[config.mk]
export PLATFORM = sky130hd
export DESIGN_NAME = ctl_decoder
export DESIGN_NICKNAME = d
export VERILOG_FILES = /design/src/rtl/ctl_dec_pkg.sv /design/src/rtl/ctl_dec_class.sv /design/src/rtl/ctl_dec_main.sv /design/src/rtl/ctl_dec_alu.sv /design/src/rtl/ctl_decoder.sv
export SDC_FILE = /design/constraint.sdc
export NUM_CORES = 1
export LEC_CHECK = 0
export ABC_CLOCK_PERIOD_IN_PS = 1900
export BUFFER_PORTS_ARGS = -buffer_cell sky130_fd_sc_hd__buf_2
export CAP_MARGIN = 10
export CORE_AREA = 8 8 45 47
export DETAILED_ROUTE_END_ITERATION = 8
export DIE_AREA = 0 0 53 55
export PLACE_DENSITY_LB_ADDON = 0.05
export SETUP_SLACK_MARGIN = 0.02
export SYNTH_ARGS = -nofsm -noshare
export SYNTH_HDL_FRONTEND = slang
export SYNTH_HIERARCHICAL = 1
export SYNTH_SLANG_ARGS = --single-unit
[constraint.sdc]
create_clock -name vclk -period 1.9
set_clock_uncertainty 0.1 [all_clocks]
set_input_delay 0 -clock vclk [all_inputs]
set_output_delay 0 -clock vclk [all_outputs]
set_load 0.02 [all_outputs]
[src/rtl/ctl_dec_pkg.sv]
package ctl_dec_pkg;

    localparam int OP_W  = 6;
    localparam int FN_W  = 6;
    localparam int SEL_W = 2;
    localparam int SUB_W = 2;
    localparam int ALU_W = SEL_W + SUB_W;

    typedef enum logic [SEL_W-1:0] {
        SEL_SHIFT = 2'b00,
        SEL_SLT   = 2'b01,
        SEL_ARITH = 2'b10,
        SEL_LOGIC = 2'b11
    } res_sel_e;

    localparam logic [SUB_W-1:0] SUB_ADD = 2'b00;
    localparam logic [SUB_W-1:0] SUB_SUB = 2'b01;
    localparam logic [SUB_W-1:0] LOG_AND = 2'b00;
    localparam logic [SUB_W-1:0] LOG_OR  = 2'b01;
    localparam logic [SUB_W-1:0] LOG_XOR = 2'b11;

    localparam logic [OP_W-1:0] OPC_RTYPE = 6'h00;
    localparam logic [OP_W-1:0] OPC_JUMP  = 6'h02;
    localparam logic [OP_W-1:0] OPC_BEQ   = 6'h04;
    localparam logic [OP_W-1:0] OPC_BNE   = 6'h05;
    localparam logic [OP_W-1:0] OPC_ADDI  = 6'h08;
    localparam logic [OP_W-1:0] OPC_SLTI  = 6'h0A;
    localparam logic [OP_W-1:0] OPC_ANDI  = 6'h0C;
    localparam logic [OP_W-1:0] OPC_ORI   = 6'h0D;
    localparam logic [OP_W-1:0] OPC_XORI  = 6'h0E;
    localparam logic [OP_W-1:0] OPC_LOAD  = 6'h23;
    localparam logic [OP_W-1:0] OPC_STORE = 6'h2B;

    localparam logic [FN_W-1:0] FN_ADD = 6'h20;
    localparam logic [FN_W-1:0] FN_SUB = 6'h22;
    localparam logic [FN_W-1:0] FN_AND = 6'h24;
    localparam logic [FN_W-1:0] FN_OR  = 6'h25;
    localparam logic [FN_W-1:0] FN_XOR = 6'h26;
    localparam logic [FN_W-1:0] FN_SLT = 6'h2A;

    typedef enum logic [3:0] {
        CLS_NONE,
        CLS_RTYPE,
        CLS_ADDI,
        CLS_SLTI,
        CLS_ANDI,
        CLS_ORI,
        CLS_XORI,
        CLS_LOAD,
        CLS_STORE,
        CLS_BEQ,
        CLS_BNE,
        CLS_JUMP
    } insn_cls_e;

    typedef struct packed {
        logic reg_dst;
        logic reg_wr;
        logic ext_sign;
        logic alu_src_imm;
        logic mem_rd;
        logic mem_wr;
        logic mem_to_reg;
        logic br_eq;
        logic br_ne;
        logic jmp;
    } main_ctl_t;

    typedef struct packed {
        res_sel_e         sel;
        logic [SUB_W-1:0] sub;
    } alu_ctl_t;

    localparam alu_ctl_t ALU_IDLE = '{sel: SEL_SHIFT, sub: 2'b00};

    function automatic logic funct_known(input logic [FN_W-1:0] f);
        return (f == FN_ADD) || (f == FN_SUB) || (f == FN_AND) ||
               (f == FN_OR)  || (f == FN_XOR) || (f == FN_SLT);
    endfunction

    function automatic logic cls_logic_imm(input insn_cls_e c);
        return (c == CLS_ANDI) || (c == CLS_ORI) || (c == CLS_XORI);
    endfunction

endpackage

[src/rtl/ctl_dec_class.sv]
module ctl_dec_class
    import ctl_dec_pkg::*;
(
    input  logic [OP_W-1:0] op_i,
    input  logic [FN_W-1:0] funct_i,
    output insn_cls_e       cls_o
);
    always_comb begin
        unique case (op_i)
            OPC_RTYPE: cls_o = funct_known(funct_i) ? CLS_RTYPE : CLS_NONE;
            OPC_JUMP:  cls_o = CLS_JUMP;
            OPC_BEQ:   cls_o = CLS_BEQ;
            OPC_BNE:   cls_o = CLS_BNE;
            OPC_ADDI:  cls_o = CLS_ADDI;
            OPC_SLTI:  cls_o = CLS_SLTI;
            OPC_ANDI:  cls_o = CLS_ANDI;
            OPC_ORI:   cls_o = CLS_ORI;
            OPC_XORI:  cls_o = CLS_XORI;
            OPC_LOAD:  cls_o = CLS_LOAD;
            OPC_STORE: cls_o = CLS_STORE;
            default:   cls_o = CLS_NONE;
        endcase
    end
endmodule

[src/rtl/ctl_dec_main.sv]
module ctl_dec_main
    import ctl_dec_pkg::*;
(
    input  insn_cls_e cls_i,
    output main_ctl_t ctl_o
);
    logic supported;
    logic no_write;
    logic reg_operand;

    always_comb begin
        supported   = (cls_i != CLS_NONE);
        no_write    = (cls_i == CLS_STORE) || (cls_i == CLS_BEQ) ||
                      (cls_i == CLS_BNE)   || (cls_i == CLS_JUMP);
        reg_operand = (cls_i == CLS_RTYPE) || (cls_i == CLS_BEQ) ||
                      (cls_i == CLS_BNE);

        ctl_o.reg_dst     = (cls_i == CLS_RTYPE);
        ctl_o.reg_wr      = supported && !no_write;
        ctl_o.ext_sign    = supported && !cls_logic_imm(cls_i);
        ctl_o.alu_src_imm = supported && !reg_operand;
        ctl_o.mem_rd      = (cls_i == CLS_LOAD);
        ctl_o.mem_to_reg  = (cls_i == CLS_LOAD);
        ctl_o.mem_wr      = (cls_i == CLS_STORE);
        ctl_o.br_eq       = (cls_i == CLS_BEQ);
        ctl_o.br_ne       = (cls_i == CLS_BNE);
        ctl_o.jmp         = (cls_i == CLS_JUMP);
    end
endmodule

[src/rtl/ctl_dec_alu.sv]
module ctl_dec_alu
    import ctl_dec_pkg::*;
(
    input  insn_cls_e       cls_i,
    input  logic [FN_W-1:0] funct_i,
    output alu_ctl_t        alu_o
);
    alu_ctl_t from_funct;

    always_comb begin
        unique case (funct_i)
            FN_ADD:  from_funct = '{sel: SEL_ARITH, sub: SUB_ADD};
            FN_SUB:  from_funct = '{sel: SEL_ARITH, sub: SUB_SUB};
            FN_AND:  from_funct = '{sel: SEL_LOGIC, sub: LOG_AND};
            FN_OR:   from_funct = '{sel: SEL_LOGIC, sub: LOG_OR};
            FN_XOR:  from_funct = '{sel: SEL_LOGIC, sub: LOG_XOR};
            FN_SLT:  from_funct = '{sel: SEL_SLT,   sub: SUB_SUB};
            default: from_funct = ALU_IDLE;
        endcase
    end

    always_comb begin
        unique case (cls_i)
            CLS_NONE:          alu_o = ALU_IDLE;
            CLS_RTYPE:         alu_o = from_funct;
            CLS_BEQ, CLS_BNE:  alu_o = '{sel: SEL_ARITH, sub: SUB_SUB};
            CLS_SLTI:          alu_o = '{sel: SEL_SLT,   sub: SUB_SUB};
            CLS_ANDI:          alu_o = '{sel: SEL_LOGIC, sub: LOG_AND};
            CLS_ORI:           alu_o = '{sel: SEL_LOGIC, sub: LOG_OR};
            CLS_XORI:          alu_o = '{sel: SEL_LOGIC, sub: LOG_XOR};
            default:           alu_o = '{sel: SEL_ARITH, sub: SUB_ADD};
        endcase
    end
endmodule

[src/rtl/ctl_decoder.sv]
module ctl_decoder
    import ctl_dec_pkg::*;
(
    input  logic [OP_W-1:0]  op_i,
    input  logic [FN_W-1:0]  funct_i,
    output logic             reg_dst_o,
    output logic             reg_wr_o,
    output logic             ext_sign_o,
    output logic             alu_src_imm_o,
    output logic             mem_rd_o,
    output logic             mem_wr_o,
    output logic             mem_to_reg_o,
    output logic             br_eq_o,
    output logic             br_ne_o,
    output logic             jmp_o,
    output logic [ALU_W-1:0] alu_ctrl_o
);
    insn_cls_e cls;
    main_ctl_t main_ctl;
    alu_ctl_t  alu_ctl;

    ctl_dec_class u_class (
        .op_i    (op_i),
        .funct_i (funct_i),
        .cls_o   (cls)
    );

    ctl_dec_main u_main (
        .cls_i (cls),
        .ctl_o (main_ctl)
    );

    ctl_dec_alu u_alu (
        .cls_i   (cls),
        .funct_i (funct_i),
        .alu_o   (alu_ctl)
    );

    assign reg_dst_o     = main_ctl.reg_dst;
    assign reg_wr_o      = main_ctl.reg_wr;
    assign ext_sign_o    = main_ctl.ext_sign;
    assign alu_src_imm_o = main_ctl.alu_src_imm;
    assign mem_rd_o      = main_ctl.mem_rd;
    assign mem_wr_o      = main_ctl.mem_wr;
    assign mem_to_reg_o  = main_ctl.mem_to_reg;
    assign br_eq_o       = main_ctl.br_eq;
    assign br_ne_o       = main_ctl.br_ne;
    assign jmp_o         = main_ctl.jmp;
    assign alu_ctrl_o    = alu_ctl;
endmodule

==> reports/results.txt, run 1 <==
DR pass1 iterations: 4
Fmax: 0.5635 GHz
status: finished clean
Initial Utilization: 0.3590
Comb pwr share: 1.000
Pwr per Cell Area: 188.4 nW/µm²
fin cells: 124
die width: 53 µm
via count: 669
# resized after CTS: 0
ANT cells: 0
DR vias/cell: 5.395
RSZ-0062 raised after global routing: no
Syn Area/Cell: 6.368 µm²
Yosys cell types: 37
# clk buffers: 0
type of the most critical hold path: primary input to output port
Setup crit end kind: output port
Cell Int Power: 0.00005685 W
leakage power total: 0.3367 nW
GPL Wtd Cong: 0.8344
slowest CP cell: a31o_2
Tightest Pin Transition: 0.3197 ns
Max-Cap Viols: 0
Syn Inst Count: 78
Hold Buf Count CTS: 0
Sw Pwr: 0.00007469 W
setup bufs post-CTS: 0
routed len/inst: 12.01 µm
die height: 55 µm
Sum Neg Setup Slack: 0 ns
Crit Path Max Fanout: 9
vias in the first global route: 636
total grt overflow: 0
Switching Share: 0.5678
post-synthesis sequential area ratio: 0
Synth Net Count: 90
Die ar.: 2915 µm²
Critical Path AT: 1.67 ns
Commonest cells post-synth: a21oi_1, nor2_1, nand2b_1
Setup crit start kind: primary input
ANT nets after route: 0
Worst VDD drop: 0.00007905 V
Ys Warns: 6
core area: 1384 µm²
# nets final: 122
share of power burned in registers: 0
iteration-0 DRC count of the detailed router: 10
row count: 14
sequential cell count: 0
Tmin final: 1.775 ns
Slew Limit Fails: 0
register area: 0 µm²
Pwr Total: 0.0001315 W
Final period util: 0.9341
Inst Count DP: 124
initial antenna violation count: 0
Mapped Area: 496.7 µm²
critical path class: primary input to output port
CP Cell Sequence: buf_2 > nor2b_2 > a21o_1 > a32oi_1 > o22ai_1 > buf_4 > buf_4 > a31o_2 > a211oi_1 > buf_2
Final HPWL DP: 1.231 mm
share of cells above drive strength 1: 0.3981
final hold vios: 0
final wirelength: 1.489 mm
largest net degree at the start of global routing: 15
area grow syn2layout: 40.55%
synth top area cells: a21oi_1, nand2b_1, nor2_1
clock network fraction of total power: 0
Total GRT Usage: 0.1068
DRC: 0
Max-Slew Margin vs Limit: 0.7869
area leader, netlist: a21oi_1
max incr delay on CP: 0.22 ns
first-pass GRT wire length: 2.622 mm
share of the synthesized area in the top cell type: 0.1008
number of buffers added on ports: 26
# IOs: 26
critical path required time: 1.80 ns
setup violators final: 0
## worst max-delay path, delay by kind of cell
| family | cells | cell delay (ns) |
|---|---|---|
| AO/OA/AOI/OAI | 5 | 0.83 |
| buffers and inverters | 4 | 0.66 |
| AND/OR/NAND/NOR | 1 | 0.17 |
## through the flow
| stage | worst slack (ns) | cell area [µm²] | util | hold WS, ns |
|---|---|---|---|---|
| after floorplan | 0.06480 | 500.5 | - | 0.1507 |
| after global placement | 0.1221 | 691.9 | 0.5000 | 0.3560 |
| after CTS | 0.1203 | 691.9 | 0.5000 | 0.3480 |
| final | 0.1253 | 698.2 | 0.5045 | 0.3559 |
| after detailed placement | 0.1339 | 691.9 | 0.5000 | 0.3459 |
| after global routing | 0.02441 | 698.2 | 0.5045 | 0.3936 |
## layer usage
metal,global-route usage,part of all wire,wire [µm],vias to the layer above
li1,-,-,-,353
met1,0.1342,0.45,675,303
met2,0.1973,0.48,710,13
met3,0.01604,0.069,102,0
met4,0,0,0,0
met5,0,0,0,-
## area by class of cell
type	instances	area (µm²)
fillers	146	685.7
inverters	3	11.26
multi-input cells	72	471.7
well taps	16	20.02
repair buffers	33	195.2
## logic make-up after synthesis
logic type               Yosys count  synth area share
XOR/XNOR                           1           0.01764
adder cells (fa/ha/maj)            1           0.02267
AO/OA/AOI/OAI                     25            0.3275
AND/OR/NAND/NOR                   45            0.5617
buffers and inverters              6           0.07052
## placed cells by master, fill, tap and decap left out, types with 2 or more instances in the layout
cell / instances
nor2b_2: 2
buf_2: 26
or4_1: 2
nor3b_1: 4
inv_1: 2
nand2_1: 5
buf_4: 6
nor2_1: 10
a21oi_2: 2
nand2b_1: 7
nand3_1: 4
nor3_1: 3
a211oi_1: 3
a21oi_1: 9
## power by group through the flow
stage          registers, W  clock network, W  logic (W)
3_3_place_gp              0                 0   0.000130
3_5_place_dp              0                 0   0.000131
5_1_grt                   0                 0   0.000147
2_1_floorplan             0                 0  0.0000778
6_report                  0                 0   0.000132
4_1_cts                   0                 0   0.000131
## worst paths after layout
| path | from | end | cells past startpoint |
|---|---|---|---|
| max | op_i[0] | alu_ctrl_o[2] | 10 |
| min | funct_i[4] | alu_ctrl_o[0] | 5 |
(Power assumes the default switching activity.)
==> run 2: changes to the inputs <==
Settings changed: CELL_PAD_IN_SITES_DETAIL_PLACEMENT set to 0, CELL_PAD_IN_SITES_GLOBAL_PLACEMENT set to 2, CORE_AREA 8 8 45 47 to not set, CORE_MARGIN set to 8, CORE_UTILIZATION set to 23, DIE_AREA 0 0 53 55 to not set.
==> run 2 against run 1 <==
Worst hold slack better by 0.020 ns. Sequential share of layout area unchanged. Combinational power barely moved. Via count is 0.75% lower. Critical path type unchanged. Largest cell class unchanged. Highest routed layer unchanged.
==> reports/results.txt, run 2 (synthesis gave the netlist of run 1 again) <==
GPL Wtd Cong: 0.8590
most frequent cells in the layout: buf_2, buf_4, nor2_1
final hold vios: 0
total grt overflow: 0
row count: 17
core area: 2127 µm²
area grow syn2layout: 45.09%
pre-CTS setup slack: 0.003731 ns
max incr delay on CP: 0.47 ns
critical path class: primary input to output port
hold path cells: 5
DRC: 0
# clk buffers: 0
first-pass GRT wire length: 2.663 mm
via count: 664
type of the most critical hold path: primary input to output port
die width: 62.47 µm
Total GRT Usage: 0.07375
routed len/inst: 11.55 µm
Worst VDD drop: 0.00005602 V
largest net degree at the start of global routing: 16
fillers: 242
status: finished clean
register area: 0 µm²
crit path buf inv count: 4
initial antenna violation count: 0
Setup WS post-layout: 0.1319 ns
Tightest Pin Transition: 0.5426 ns
Worst Hold End: alu_ctrl_o[0]
min-delay src: funct_i[4]
Critical Path AT: 1.67 ns
iteration-0 DRC count of the detailed router: 24
slowest CP cell: or4_1
DR pass1 iterations: 4
delay-heaviest family, CP: simple AND/OR/NAND/NOR gates
vias in the first global route: 601
ANT cells: 0
Fmax: 0.5656 GHz
Max-Slew Margin vs Limit: 0.6383
share of cells above drive strength 1: 0.4182
Sum Neg Setup Slack: 0 ns
# nets final: 124
setup bufs post-CTS: 0
Setup crit end kind: output port
commonest non-fill, non-tap cell in the layout: buf_2
DR vias/cell: 4.812
Final period util: 0.9306
# IOs: 26
leakage power total: 0.3428 nW
Slew Limit Fails: 0
sequential cell count: 0
final wirelength: 1.594 mm
most used cell along the critical path: buf_2
Final HPWL DP: 1.309 mm
Setup crit start kind: primary input
setup violators final: 0
RSZ-0062 raised after global routing: yes
die height: 62.47 µm
Die ar.: 3903 µm²
CP Cell Sequence: buf_2 > inv_2 > maj3_2 > a22oi_1 > nor2_1 > buf_4 > nor2b_1 > or4_1 > buf_2
Initial Utilization: 0.2335
critical path required time: 1.80 ns
Pwr per Cell Area: 186.7 nW/µm²
Max-Cap Viols: 0
Crit Path Max Fanout: 8
Tmin final: 1.768 ns
number of buffers added on ports: 26
ANT nets after route: 0
==> run 2: cell count changes in the layout (fill, tap and decap cells not counted), sizes merged <==
cell,delta
buf,+2
==> run 2: how the worst max path moves through the flow <==
stage | start | to | cells past startpoint
floorplan | op_i[4] | alu_ctrl_o[1] | 7
finish | op_i[2] | alu_ctrl_o[3] | 9
global route | op_i[2] | alu_ctrl_o[3] | 9
detailed placement | op_i[1] | alu_ctrl_o[2] | 8
global placement | op_i[5] | alu_ctrl_o[2] | 7
CTS | op_i[2] | alu_ctrl_o[3] | 9
==> run 2: timing repair <==
item | 4_1_cts | 5_1_grt
hold endpoints to repair | 0 | 0
hold buffers | 0 | 0
gates resized for setup | 1 | 2
setup endpoints to repair | 2 | 4
==> run 2: through the flow <==
step / instances / instance area (µm²) / hold slack, ns / utilization / power, W
6_report: 138 / 720.7 / 0.3758 / 0.3388 / 0.0001345
5_1_grt: 138 / 720.7 / 0.4334 / 0.3388 / 0.0001485
4_1_cts: 138 / 713.2 / 0.3756 / 0.3353 / 0.0001344
3_5_place_dp: 138 / 709.4 / 0.3755 / 0.3335 / 0.0001333
3_3_place_gp: 138 / 709.4 / 0.3718 / 0.3335 / 0.0001359
2_1_floorplan: 78 / 500.5 / 0.1507 / - / 0.00007785
==> run 2: metal layers <==
metal  GRT usage  wire length, µm  vias up  share of wire
met5           0                0        -              0
met4           0                0        0              0
met3     0.01434               94        0          0.059
met2      0.1268              711       16           0.45
met1     0.09746              788      292           0.49
li1            -                -      356              -
==> run 2: final cells by class <==
| cell class | count | area (µm²) | share of cell area |
|---|---|---|---|
| timing repair buffer | 35 | 200.2 | 0.2778 |
| multi-input combinational | 72 | 474.2 | 0.6580 |
| tap | 28 | 35.03 | 0.04861 |
| inverter | 3 | 11.26 | 0.01563 |
==> run 2: power breakdown <==
| part | switching (W) | leakage, nW | internal [W] |
|---|---|---|---|
| combinational | 0.0000760 | 0.343 | 0.0000585 |
| sequential | 0 | 0 | 0 |
| clock | 0 | 0 | 0 |
==> run 2: worst min-delay path: cells and delay by family <==
kind                   cells  cell delay [ns]
buffers and inverters      2             0.24
AO/OA/AOI/OAI              2             0.17
AND/OR/NAND/NOR            1             0.06
